## src/rtl/btm_pkg.sv

```systemverilog
package btm_pkg;

  // Element ordering chosen by the configuration bit
  typedef enum logic {
    SEQ_ROW_FIRST = 1'b0,
    SEQ_COL_FIRST = 1'b1
  } seq_mode_e;

  // Strobes from control to datapath that steer the first-level routing
  typedef struct packed {
    logic rowFirst;
    logic colFirst;
  } route_t;

endpackage

```

## src/rtl/btm_field_dec.sv

```systemverilog
// First-level field decoder: expands a binary field into a thermometer word.
// INCLUSIVE = 1 gives bit k = (k <= field); INCLUSIVE = 0 gives bit k = (k < field).
module btm_field_dec #(
  parameter int W         = 2,
  parameter bit INCLUSIVE = 1'b1,
  localparam int N        = 1 << W
) (
  input  logic [W-1:0] field,
  output logic [N-1:0] therm
);

  for (genvar k = 0; k < N; k++) begin : g_bit
    if (INCLUSIVE) begin : g_inc
      assign therm[k] = (field >= W'(k));
    end else begin : g_str
      assign therm[k] = (field > W'(k));
    end
  end

endmodule

```

## src/rtl/btm_cell.sv

```systemverilog
// Second-level symmetric cell: (col OR rowAux) AND (colAux OR row)
module btm_cell (
  input  logic colT,
  input  logic rowAux,
  input  logic colAux,
  input  logic rowT,
  output logic on
);

  logic leftTerm;
  logic rightTerm;

  assign leftTerm  = colT | rowAux;
  assign rightTerm = colAux | rowT;
  assign on        = leftTerm & rightTerm;

endmodule

```

## src/rtl/btm_ctrl.sv

```systemverilog
// Control: holds the ordering as a static configuration value and issues routing strobes.
module btm_ctrl
  import btm_pkg::*;
(
  input  logic   clk,
  input  logic   rstN,
  input  logic   modeSel,
  output route_t route
);

  seq_mode_e modeQ;

  always_ff @(posedge clk or negedge rstN) begin
    if (!rstN) begin
      modeQ <= SEQ_ROW_FIRST;
    end else begin
      modeQ <= seq_mode_e'(modeSel);
    end
  end

  always_comb begin
    route          = '0;
    route.rowFirst = (modeQ == SEQ_ROW_FIRST);
    route.colFirst = (modeQ == SEQ_COL_FIRST);
  end

  // exactly one ordering is steering the matrix
  p_route_onehot_r6: assert property (@(posedge clk) disable iff (!rstN)
    $countones({route.rowFirst, route.colFirst}) == 1);

  // the strobes only change one edge after modeSel changes
  p_mode_lag_r10: assert property (@(posedge clk) disable iff (!rstN)
    $stable(modeSel) |=> $stable(route));

endmodule

```

## src/rtl/btm_datapath.sv

```systemverilog
// Datapath: first-level decoders, mode routing, cell matrix, spare merge, output register.
module btm_datapath
  import btm_pkg::*;
#(
  parameter int SIDE_BITS = 2,
  parameter int MERGE_IDX = 2,
  localparam int SIDE     = 1 << SIDE_BITS,
  localparam int CELLS    = SIDE * SIDE,
  localparam int OUT_W    = CELLS - 1,
  localparam int SPARE    = CELLS - 1,
  localparam int CODE_W   = 2 * SIDE_BITS
) (
  input  logic              clk,
  input  logic              rstN,
  input  logic [CODE_W-1:0] codeIn,
  input  route_t            route,
  output logic [OUT_W-1:0]  thermOut
);

  logic [SIDE_BITS-1:0] majorField;
  logic [SIDE_BITS-1:0] minorField;
  logic [SIDE-1:0]      majorInc;   // bit k = (k <= major)
  logic [SIDE-1:0]      minorStr;   // bit k = (k <  minor)
  logic [SIDE-1:0]      xT;         // column signals
  logic [SIDE-1:0]      yT;         // row signals
  logic [SIDE:0]        xaExt;      // column aux, top entry is the boundary constant 0
  logic [SIDE:0]        yaExt;      // row aux, top entry is the boundary constant 0
  logic [CELLS-1:0]     cellOn;
  logic [OUT_W-1:0]     thermNext;
  logic                 primed;

  assign majorField = codeIn[CODE_W-1:SIDE_BITS];
  assign minorField = codeIn[SIDE_BITS-1:0];

  // First level
  btm_field_dec #(.W(SIDE_BITS), .INCLUSIVE(1'b1)) u_major_dec (
    .field (majorField),
    .therm (majorInc)
  );

  btm_field_dec #(.W(SIDE_BITS), .INCLUSIVE(1'b0)) u_minor_dec (
    .field (minorField),
    .therm (minorStr)
  );

  // Routing: row-first puts the major field on rows; column-first on columns.
  always_comb begin
    xT    = route.colFirst ? majorInc : minorStr;
    yT    = route.colFirst ? minorStr : majorInc;
    xaExt = {1'b0, (route.colFirst ? xT : {SIDE{1'b0}})};
    yaExt = {1'b0, (route.rowFirst ? yT : {SIDE{1'b0}})};
  end

  // Second level: identical symmetric cells
  for (genvar i = 0; i < SIDE; i++) begin : g_row
    for (genvar j = 0; j < SIDE; j++) begin : g_col
      btm_cell u_cell (
        .colT   (xT[j]),
        .rowAux (yaExt[i+1]),
        .colAux (xaExt[j+1]),
        .rowT   (yT[i]),
        .on     (cellOn[i*SIDE+j])
      );
    end
  end

  // Spare position folded into one output
  always_comb begin
    thermNext            = cellOn[OUT_W-1:0];
    thermNext[MERGE_IDX] = cellOn[MERGE_IDX] | cellOn[SPARE];
  end

  always_ff @(posedge clk or negedge rstN) begin
    if (!rstN) begin
      thermOut <= '0;
      primed   <= 1'b0;
    end else begin
      thermOut <= thermNext;
      primed   <= 1'b1;
    end
  end

  p_spare_low_r9: assert property (@(posedge clk) disable iff (!rstN)
    !cellOn[SPARE]);

  p_zero_code_r2: assert property (@(posedge clk) disable iff (!rstN)
    (codeIn == '0) |=> (thermOut == '0));

  p_full_code_r3: assert property (@(posedge clk) disable iff (!rstN)
    (codeIn == {CODE_W{1'b1}}) |=> (thermOut == {OUT_W{1'b1}}));

  p_count_r4: assert property (@(posedge clk) disable iff (!rstN)
    rstN |=> ($countones(thermOut) == int'($past(codeIn))));

  p_hold_r8: assert property (@(posedge clk) disable iff (!rstN)
    (primed && $stable(codeIn) && $stable(route)) |=> $stable(thermOut));

endmodule

```

## src/rtl/btm_dual_seq_decoder.sv

```systemverilog
// Top: binary-to-thermometer decoder with two selectable element orderings.
module btm_dual_seq_decoder
  import btm_pkg::*;
#(
  parameter int SIDE_BITS = 2,
  parameter int MERGE_IDX = 2,
  localparam int CODE_W   = 2 * SIDE_BITS,
  localparam int OUT_W    = (1 << CODE_W) - 1
) (
  input  logic              clk,
  input  logic              rstN,
  input  logic              modeSel,
  input  logic [CODE_W-1:0] codeIn,
  output logic [OUT_W-1:0]  thermOut
);

  route_t route;

  btm_ctrl u_ctrl (
    .clk     (clk),
    .rstN    (rstN),
    .modeSel (modeSel),
    .route   (route)
  );

  btm_datapath #(
    .SIDE_BITS (SIDE_BITS),
    .MERGE_IDX (MERGE_IDX)
  ) u_dp (
    .clk      (clk),
    .rstN     (rstN),
    .codeIn   (codeIn),
    .route    (route),
    .thermOut (thermOut)
  );

endmodule

```

## config.mk

```make
export PLATFORM = sky130hd
export DESIGN_NAME = btm_dual_seq_decoder
export DESIGN_NICKNAME = d
export VERILOG_FILES = /design/src/rtl/btm_pkg.sv /design/src/rtl/btm_field_dec.sv /design/src/rtl/btm_cell.sv /design/src/rtl/btm_ctrl.sv /design/src/rtl/btm_datapath.sv /design/src/rtl/btm_dual_seq_decoder.sv
export SDC_FILE = /design/constraint.sdc
export NUM_CORES = 1
export LEC_CHECK = 0
export BUFFER_PORTS_ARGS = -buffer_cell sky130_fd_sc_hd__buf_4
export CAP_MARGIN = 20
export CORE_UTILIZATION = 44
export CTS_CLUSTER_DIAMETER = 100
export DETAILED_ROUTE_END_ITERATION = 10
export PLACE_DENSITY = 0.73
export SLEW_MARGIN = 0
export SYNTH_ARGS = -nofsm -noshare
export SYNTH_HDL_FRONTEND = slang
export SYNTH_SLANG_ARGS = --single-unit
export TNS_END_PERCENT = 100
```

## constraint.sdc

```tcl
create_clock -name clk -period 0.9 [get_ports clk]
set_input_delay 0.045 -clock clk [delete_from_list [all_inputs] [get_ports clk]]
set_output_delay 0.045 -clock clk [all_outputs]
set_load 0.02 [all_outputs]
```

# Word-level counts from Yosys, hierarchy flattened
# Index checks and enable logic that the tools add are counted.
# classes
order_cmp,8
shifts,0
bitwise_logic,41
reduce_logical,0
eq_ne,0
multipliers,0
addsub,0
div,0
mux,4
# ops
op,n
$or 1x1->1,25
$and 1x1->1,16
$mux 4,4
$ge 2x1->1 const B,2
$ge 2x2->1 const B,2
$gt 2x1->1 const B,2
$gt 2x2->1 const B,2
# totals
mem_count,0
in_bits,7
regBits,16
out_inout_bits,15
wordCells,55
ram_bits,0
romBits,0
latch_bits,0

# Longest topological paths before layout
# Gate-level depths: netlist (run 1).
# logic_depth
ltp_word,6
mapped_depth,3
depth_no_buf,2

# By module
# Synthesis (run 1) repeated with hierarchy kept, for this count alone.
# hier_totals
cells_unflattened,61
area_unflattened_um2,772.0
# modules_own_cells
module,seq_area_each_um2,area_each_um2,cells_per_inst,n_inst
btm_datapath,375.4,538.0,32,1
btm_cell,0.0,8.8,1,16
btm_field_dec,0.0,28.8,5,2
btm_ctrl,25.0,36.3,3,1

# Least setup slack after synthesis (run 1)
# No wires, ideal clock.
# synth_timing
path_kind,reg-to-reg
from,register u_ctrl.modeQ
to,register u_dp.thermOut[12]
arrival_time_ps,593
setup_slack_ps,179
path_stages_with_launch,3
period_less_slack_ps,721
n_path_buf,0
required_ps,772
setup_time_ps,128
cell_sequence,dfrtp_1 inv_2 o22ai_1
# synth_between
elab_chain_len,4
elab_cells_between_ends,5
classes_between,mux: 3; bitwise: 2
# synth_lines
item,line,text
"start, declared",btm_ctrl.sv:11,seq_mode_e modeQ;
"start signal, assigned",btm_ctrl.sv:17,modeQ <= seq_mode_e'(modeSel);
$mux 4,btm_datapath.sv:48,xT = route.colFirst ? majorInc : minorStr;
$mux 4,btm_datapath.sv:50,"xaExt = {1'b0, (route.colFirst ? xT : {SIDE{1'b0}})};"
$or 1x1->1,btm_cell.sv:14,assign rightTerm = colAux | rowT;
$and 1x1->1 (*),btm_cell.sv:15,assign on = leftTerm & rightTerm;
net u_dp.g_row[3].g_col[0].u_cell.on,btm_cell.sv:7,output logic on
"end signal, assigned",btm_datapath.sv:78,thermOut <= thermNext;
"end, declared",btm_datapath.sv:17,output logic [OUT_W-1:0] thermOut
# Mark *: on every way through the listed nets, which the timed path passes. The rest lies on a longest branch.

# Final worst setup path (run 1)
# layout_timing
from,register u_dp.thermOut[13]
to,output port thermOut[13]
# layout_rtl
item,line,text
"end, declared",btm_dual_seq_decoder.sv:14,output logic [OUT_W-1:0] thermOut
# No word-level cell between the ends.

==> results of run 1 <==
## kinds of logic (layout without fill, tap and decap cells)
| family | after synthesis | count (layout) |
|---|---|---|
| AOI/OAI and AO/OA | 18 | 18 |
| DFF | 16 | 16 |
| and+or+nand+nor | 9 | 9 |
| buffers and inverters | 5 | 28 |
## metrics by stage
stage | cells | setup WS, ns | power [mW] | hold slack (ns)
2_1_floorplan | 48 | 0.179 | 0.933 | -0.251
3_3_place_gp | 80 | 0.130 | 1.04 | -0.0915
3_5_place_dp | 80 | 0.0319 | 1.05 | -0.0882
4_1_cts | 85 | 0.0109 | 1.41 | 0.0725
5_1_grt | 85 | 0.0140 | 1.45 | 0.0878
6_report | 85 | 0.0320 | 1.40 | 0.0791
## worst min path at each step
stage / slack [ns] / cells past startpoint / to
after global routing: 0.09 / 3 / u_dp.thermOut[5]
final: 0.08 / 3 / u_dp.thermOut[5]
after floorplan: -0.25 / 0 / u_ctrl.modeQ
after detailed placement: -0.09 / 1 / u_dp.thermOut[10]
after global placement: -0.09 / 1 / u_dp.thermOut[7]
after CTS: 0.07 / 3 / u_dp.thermOut[5]
## repair_timing
action | in CTS | in global routing
hold buffers | 2 | 0
gates resized for setup | 0 | 1
setup endpoints to repair | 0 | 2
hold endpoints to repair | 17 | 0
buffers inserted | 0 | 0
## area by class of cell
type | instances | area (µm²)
clock buffers | 3 | 22.5
fillers | 98 | 383
inverters | 2 | 7.51
multi-input cells | 27 | 146
flip-flops and latches | 16 | 402
well taps | 14 | 17.5
repair buffers | 23 | 178
## per-layer routing
metal	share of wire, %	global-route usage, %	vias to the layer above
li1	-	-	214
met1	39	24.3	221
met2	53	35.6	20
met3	5.0	3.49	4
met4	2.3	13.4	0
met5	0	0	-
## registers in the layout, indices dropped and copies added, names as in the netlist
signal,flops
u_ctrl.modeQ,1
u_dp.thermOut,15
## cells in the mapped netlist, drive strengths merged
master and count:
dfrtp 16, a21oi 7, nand2 5, o21ai 4, a31oi 3, buf 3, nor2 3, inv 2
o22ai 2, a211oi 1, nor3 1, o31ai 1
## power groups by stage
| stage | clock network [mW] | logic, mW | registers [mW] |
|---|---|---|---|
| after global placement | 0 | 0.249 | 0.796 |
| after global routing | 0.376 | 0.284 | 0.790 |
| after detailed placement | 0 | 0.255 | 0.798 |
| after floorplan | 0 | 0.0753 | 0.858 |
| after CTS | 0.360 | 0.263 | 0.784 |
| final | 0.357 | 0.262 | 0.784 |
==> run summary, run 1 <==
Vias in the first global route: 467
WL/cell: 13.8 µm
Sw frac: 26.7%
Final slew viol count: 0
# H-tree levels: 1
Worst r2r src: u_ctrl.modeQ
# diodes: 0
Hold Fails Final Rpt: 0
First-pass GRT wire length: 1990 µm
Dpl hpwl: 826 µm
Setup tns final: 0 ns
Max Root-Sink Buffers: 2
Worst Path Arrival: 0.82 ns
Syn Area/Cell: 12.0 µm²
CP Launch Type: register
I/O pin count: 22
Fin area: 773 µm²
FMAX: 1150 MHz
Logic pwr share: 18.7%
Outcome: complete, no violations
Die Y: 38.2 µm
Post-synthesis instance area: 578 µm²
Reg2reg path depth: 2
Synth unique cells: 14
Core box area: 0.00116 mm²
NumNets Final: 80
VDD IR-drop max: 0.995 mV
Synth Area in XOR/XNOR: 0%
Hold path start: codeIn[3]
DR iter-0 viols: 17
Hold Path Class: in -> reg
RSZ-0062 raised after global routing: no
Clock Power Share: 25.5%
Compound-cell area share of the yosys netlist: 19.3%
Critical path's top delay family: flip-flops
Sequential area share after synthesis: 69.3%
Post-route ant nets: 0
Critical Path Source: u_dp.thermOut[13]
Initial antenna violation count: 0
Clk_skew: 0.000590 ns
Critical path type: reg -> out
Peak fanout along the critical path: 1
#FFs+latches synth: 16
Crit-path cells: buf_4
Period utilization: 96.4%
Initial Util: 50.0%
Slowest cell on crit path: dfrtp_1
Final setup fails: 0
Mux contribution to synthesized area: 0%
Utilization after layout: 66.9%
DR vias/cell: 5.40
CTS Buf Count: 3
Commonest non-fill, non-tap cell in the layout: buf_4
Placer Congestion: 0.806
CP endpoint: thermOut[13]
Initial DRT Pass Iterations: 5
Worst skew pair latency: 0.28 ns
Chip width: 38.2 µm
Max-cap violations: 0
Reg-to-reg setup timing slack: 0.07 ns
Worst slew pin tran: 0.247 ns
Most frequent cells in the layout: buf_4, dfrtp_1, a21oi_1, nand2_1, o21ai_1
DRC Markers: 0
Synth warn: 0
Post-Route WL: 1180 µm
Top cells by area, synth: dfrtp_1, a21oi_1, o21ai_1
PD cells: 1810 mW/mm²
Largest net degree at the start of global routing: 17
Total grt overflow: 0
Pint: 1.03 mW
Min cycle time layout: 0.868 ns
Clock sinks: 16
Vias: 459
Leakage: 0.360 nW
Global-route total usage across every layer: 21.0%
Max_slew headroom: 83.4%
Post-synth top area cell: dfrtp_1
Adder-cell area share of the yosys netlist: 0%
Rows: 12
IO buf count: 21
Post-Synth Simple-Gate Area: 6.06%
Crit. End Element: output pin
Main combinational cell family by area after synthesis: compound AO/OA/AOI/OAI gates
Crit-path max cell delay: 0.39 ns
CTS Root Cell: clkbuf_4
Switch Pwr: 0.375 mW
Synth top area share: 69.3%
Seq pwr share: 55.9%
Syn Nets: 55
CTS tree: built
Logic depth of the worst setup path including buffers: 1
Share of cells above drive strength 1: 40.8%
Crit path buf inv count: 1
Required time of the worst setup path: 0.85 ns
R2R Path End: u_dp.thermOut[12]
Post-synthesis to final-layout area growth: 33.8%
Post-DP Area: 729 µm²
Mapped Cells: 48
Die area: 0.00146 mm²
Worst-path clk slew: 0.08 ns
(Power assumes the default switching activity.)
==> run 2: changes to the inputs <==
--- a/config.mk
+++ b/config.mk
@@ -9,2 +9,3 @@
 export CAP_MARGIN = 20
+export CORE_MARGIN = 2
 export CORE_UTILIZATION = 44
==> constraint.sdc (replaced) <==
create_clock -name clk -period 0.9 [get_ports clk]
set_input_delay 0.135 -clock clk [delete_from_list [all_inputs] [get_ports clk]]
set_output_delay 0.135 -clock clk [all_outputs]
set_load 0.02 [all_outputs]
==> run 2 against run 1 <==
  * The run now ends with negative setup slack left
  * Combinational power rose by 7.6%
  * Clock skew rose by 0.00099 ns
  * Register-to-register slack improved by 0.02 ns
  * Worst setup slack got worse by 0.062 ns
  * Count of clock-buffer cells in the layout did not move
  * Non-clock buffer count did not move
  * Critical path type unchanged
  * Highest routed layer unchanged
==> run summary, run 2 (same netlist as run 1, synthesis figures left out) <==
Outcome: finished, violations left
Failing checks: negative setup slack
WL/cell: 10.7 µm (-23%)
Most Crowded Layer GR: met2
Die Y: 40.2 µm (+5.2%)
Die area: 0.00162 mm² (+11%)
Crit-path cells: buf_6
First-pass GRT wire length: 1440 µm (-28%)
Final setup fails: 15 (+15)
Global-route total usage across every layer: 14.9% (-6.1 points)
Placer Congestion: 0.824 (+2.3%)
Max_slew headroom: 84.4% (+0.93 points)
Initial antenna violation count: 0 (unchanged)
Final worst slack: -0.0302 ns (-0.0622 ns)
Post-DP Area: 731 µm² (+0.17%)
Max-cap violations: 0 (unchanged)
Crit-path max cell delay: 0.38 ns (about the same)
Worst-path clk slew: 0.08 ns (about the same)
Core box area: 0.00127 mm² (+9.7%)
Clock sinks: 16 (unchanged)
Utilization after layout: 65.4% (-1.5 points)
Clk_skew: 0.00158 ns (+0.000992 ns)
DRC Markers: 0 (unchanged)
# diodes: 0 (unchanged)
CTS tree: built
Critical path type: reg -> out
Dpl hpwl: 635 µm (-23%)
Worst skew pair latency: 0.28 ns (about the same)
Biggest register: u_dp.thermOut
Commonest non-fill, non-tap cell in the layout: dfrtp_1
DR iter-0 viols: 8 (-9)
Slowest cell on crit path: dfrtp_1
Worst slew pin tran: 0.233 ns (-0.0148 ns)
Hold Path Class: in -> reg
# H-tree levels: 1 (unchanged)
Period utilization: 103% (+6.9 points)
DR vias/cell: 5.05 (-6.5%)
Fin area: 830 µm² (+7.3%)
GR Layer Usage met3: 3.33% (-0.16 points)
RSZ-0062 raised after global routing: yes
PD cells: 1720 mW/mm² (-5.4%)
Largest register FFs: 15 (unchanged)
Setup tns final: -0.309 ns (-0.309 ns)
Critical path's top delay family: flip-flops
Reg2reg path depth: 2 (unchanged)
Final slew viol count: 0 (unchanged)
FMAX: 1080 MHz (-6.7%)
CTS Root Cell: clkbuf_4
Leakage: 0.379 nW (+5.5%)
Crit path buf inv count: 1 (unchanged)
Share of cells above drive strength 1: 39.4% (-1.4 points)
Largest net degree at the start of global routing: 17 (unchanged)
Hold Fails Final Rpt: 0 (unchanged)
Vias: 434 (-5.4%)
Peak fanout along the critical path: 1 (unchanged)
Worst Path Arrival: 0.80 ns (-0.02 ns)
NumNets Final: 80 (unchanged)
Max Root-Sink Buffers: 2 (unchanged)
Setup Buffers After CTS: 0 (unchanged)
Required time of the worst setup path: 0.76 ns (-0.09 ns)
I/O pin count: 22 (unchanged)
Fill count: 103 (+5.1%)
Vias in the first global route: 356 (-24%)
Post-synthesis to final-layout area growth: 43.5%
DP Worst Slack: 0.0925 ns (+0.0606 ns)
Initial Util: 45.6% (-4.4 points)
IO buf count: 21 (unchanged)
Most frequent cells in the layout: dfrtp_1, buf_6, a21oi_1, buf_4, nand2_1
Met2 GRT Util: 21.0% (-15 points)
CP Launch Type: register
Post-route ant nets: 0 (unchanged)
Rows: 13 (+1)
Crit. End Element: output pin
VDD IR-drop max: 0.785 mV (-21%)
Met1 Track Usage GR: 17.3% (-7.0 points)
Chip width: 40.2 µm (+5.2%)
CTS Buf Count: 3 (unchanged)
Post-Route WL: 922 µm (-22%)
Logic depth of the worst setup path including buffers: 1 (unchanged)
Total grt overflow: 0 (unchanged)
Initial DRT Pass Iterations: 3 (-2)
Top flop regs: u_dp.thermOut: 15 flops, u_ctrl.modeQ: 1 flops
Min cycle time layout: 0.930 ns (+0.0622 ns)
Hold Path Stages: 3 (unchanged)
Total power: 1.42 mW (+1.4%)
==> run 2: path summary, 6_finish.rpt <==
| kind | start | endpoint | slack, ns |
|---|---|---|---|
| min | codeIn[3] | u_dp.thermOut[5] | 0.15 |
| max reg2reg | u_ctrl.modeQ | u_dp.thermOut[12] | 0.09 |
| max in group asynchronous | rstN | u_dp.thermOut[0] | 0.50 |
| max | u_dp.thermOut[3] | thermOut[3] | -0.03 |
| min in group asynchronous | rstN | u_dp.thermOut[4] | 0.23 |
| min reg2reg | u_ctrl.modeQ | u_dp.thermOut[2] | 0.60 |
==> run 2: area by class of cell <==
| cell class | instances | area [µm²] | share of cell area, % |
|---|---|---|---|
| Clock buffer | 3 | 22.5 | 2.71 |
| Multi-Input combinational cell | 27 | 146 | 17.6 |
| Inverter | 2 | 7.51 | 0.905 |
| Timing Repair Buffer | 23 | 234 | 28.2 |
| Tap cell | 15 | 18.8 | 2.26 |
| Sequential cell | 16 | 400 | 48.3 |
==> run 2: worst register-to-register path: cells and delay by family (launching register included) <==
family / cells / cell delay [ns]
AOI/OAI and AO/OA: 1 / 0.16
buffers and inverters: 1 / 0.11
DFF: 1 / 0.47
==> run 2: routing by layer <==
layer  part of all wire (%)  vias to the layer above
li1                       -                      213
met1                     44                      200
met2                     46                       16
met3                    5.1                        5
met4                    5.0                        0
met5                      0                        -
==> run 2: report_power, final <==
group	internal [mW]	total, mW	switching (mW)
Sequential	0.766	0.791	0.0243
Combinational	0.135	0.282	0.148
Clock	0.156	0.350	0.194
==> run 2: what timing repair did <==
action	4_1_cts	5_1_grt
hold buffers	2	0
cloned	0	0
endpoints found under the hold margin	17	0
endpoints found under the setup margin	15	15
gates resized for setup	15	0
==> run 2: metrics by stage <==
stage | instances | hold slack, ns
global route | 86 | 0.147
floorplan | 48 | -0.161
CTS | 86 | 0.136
global placement | 81 | -0.00349
detailed placement | 81 | -0.00182
finish | 86 | 0.147
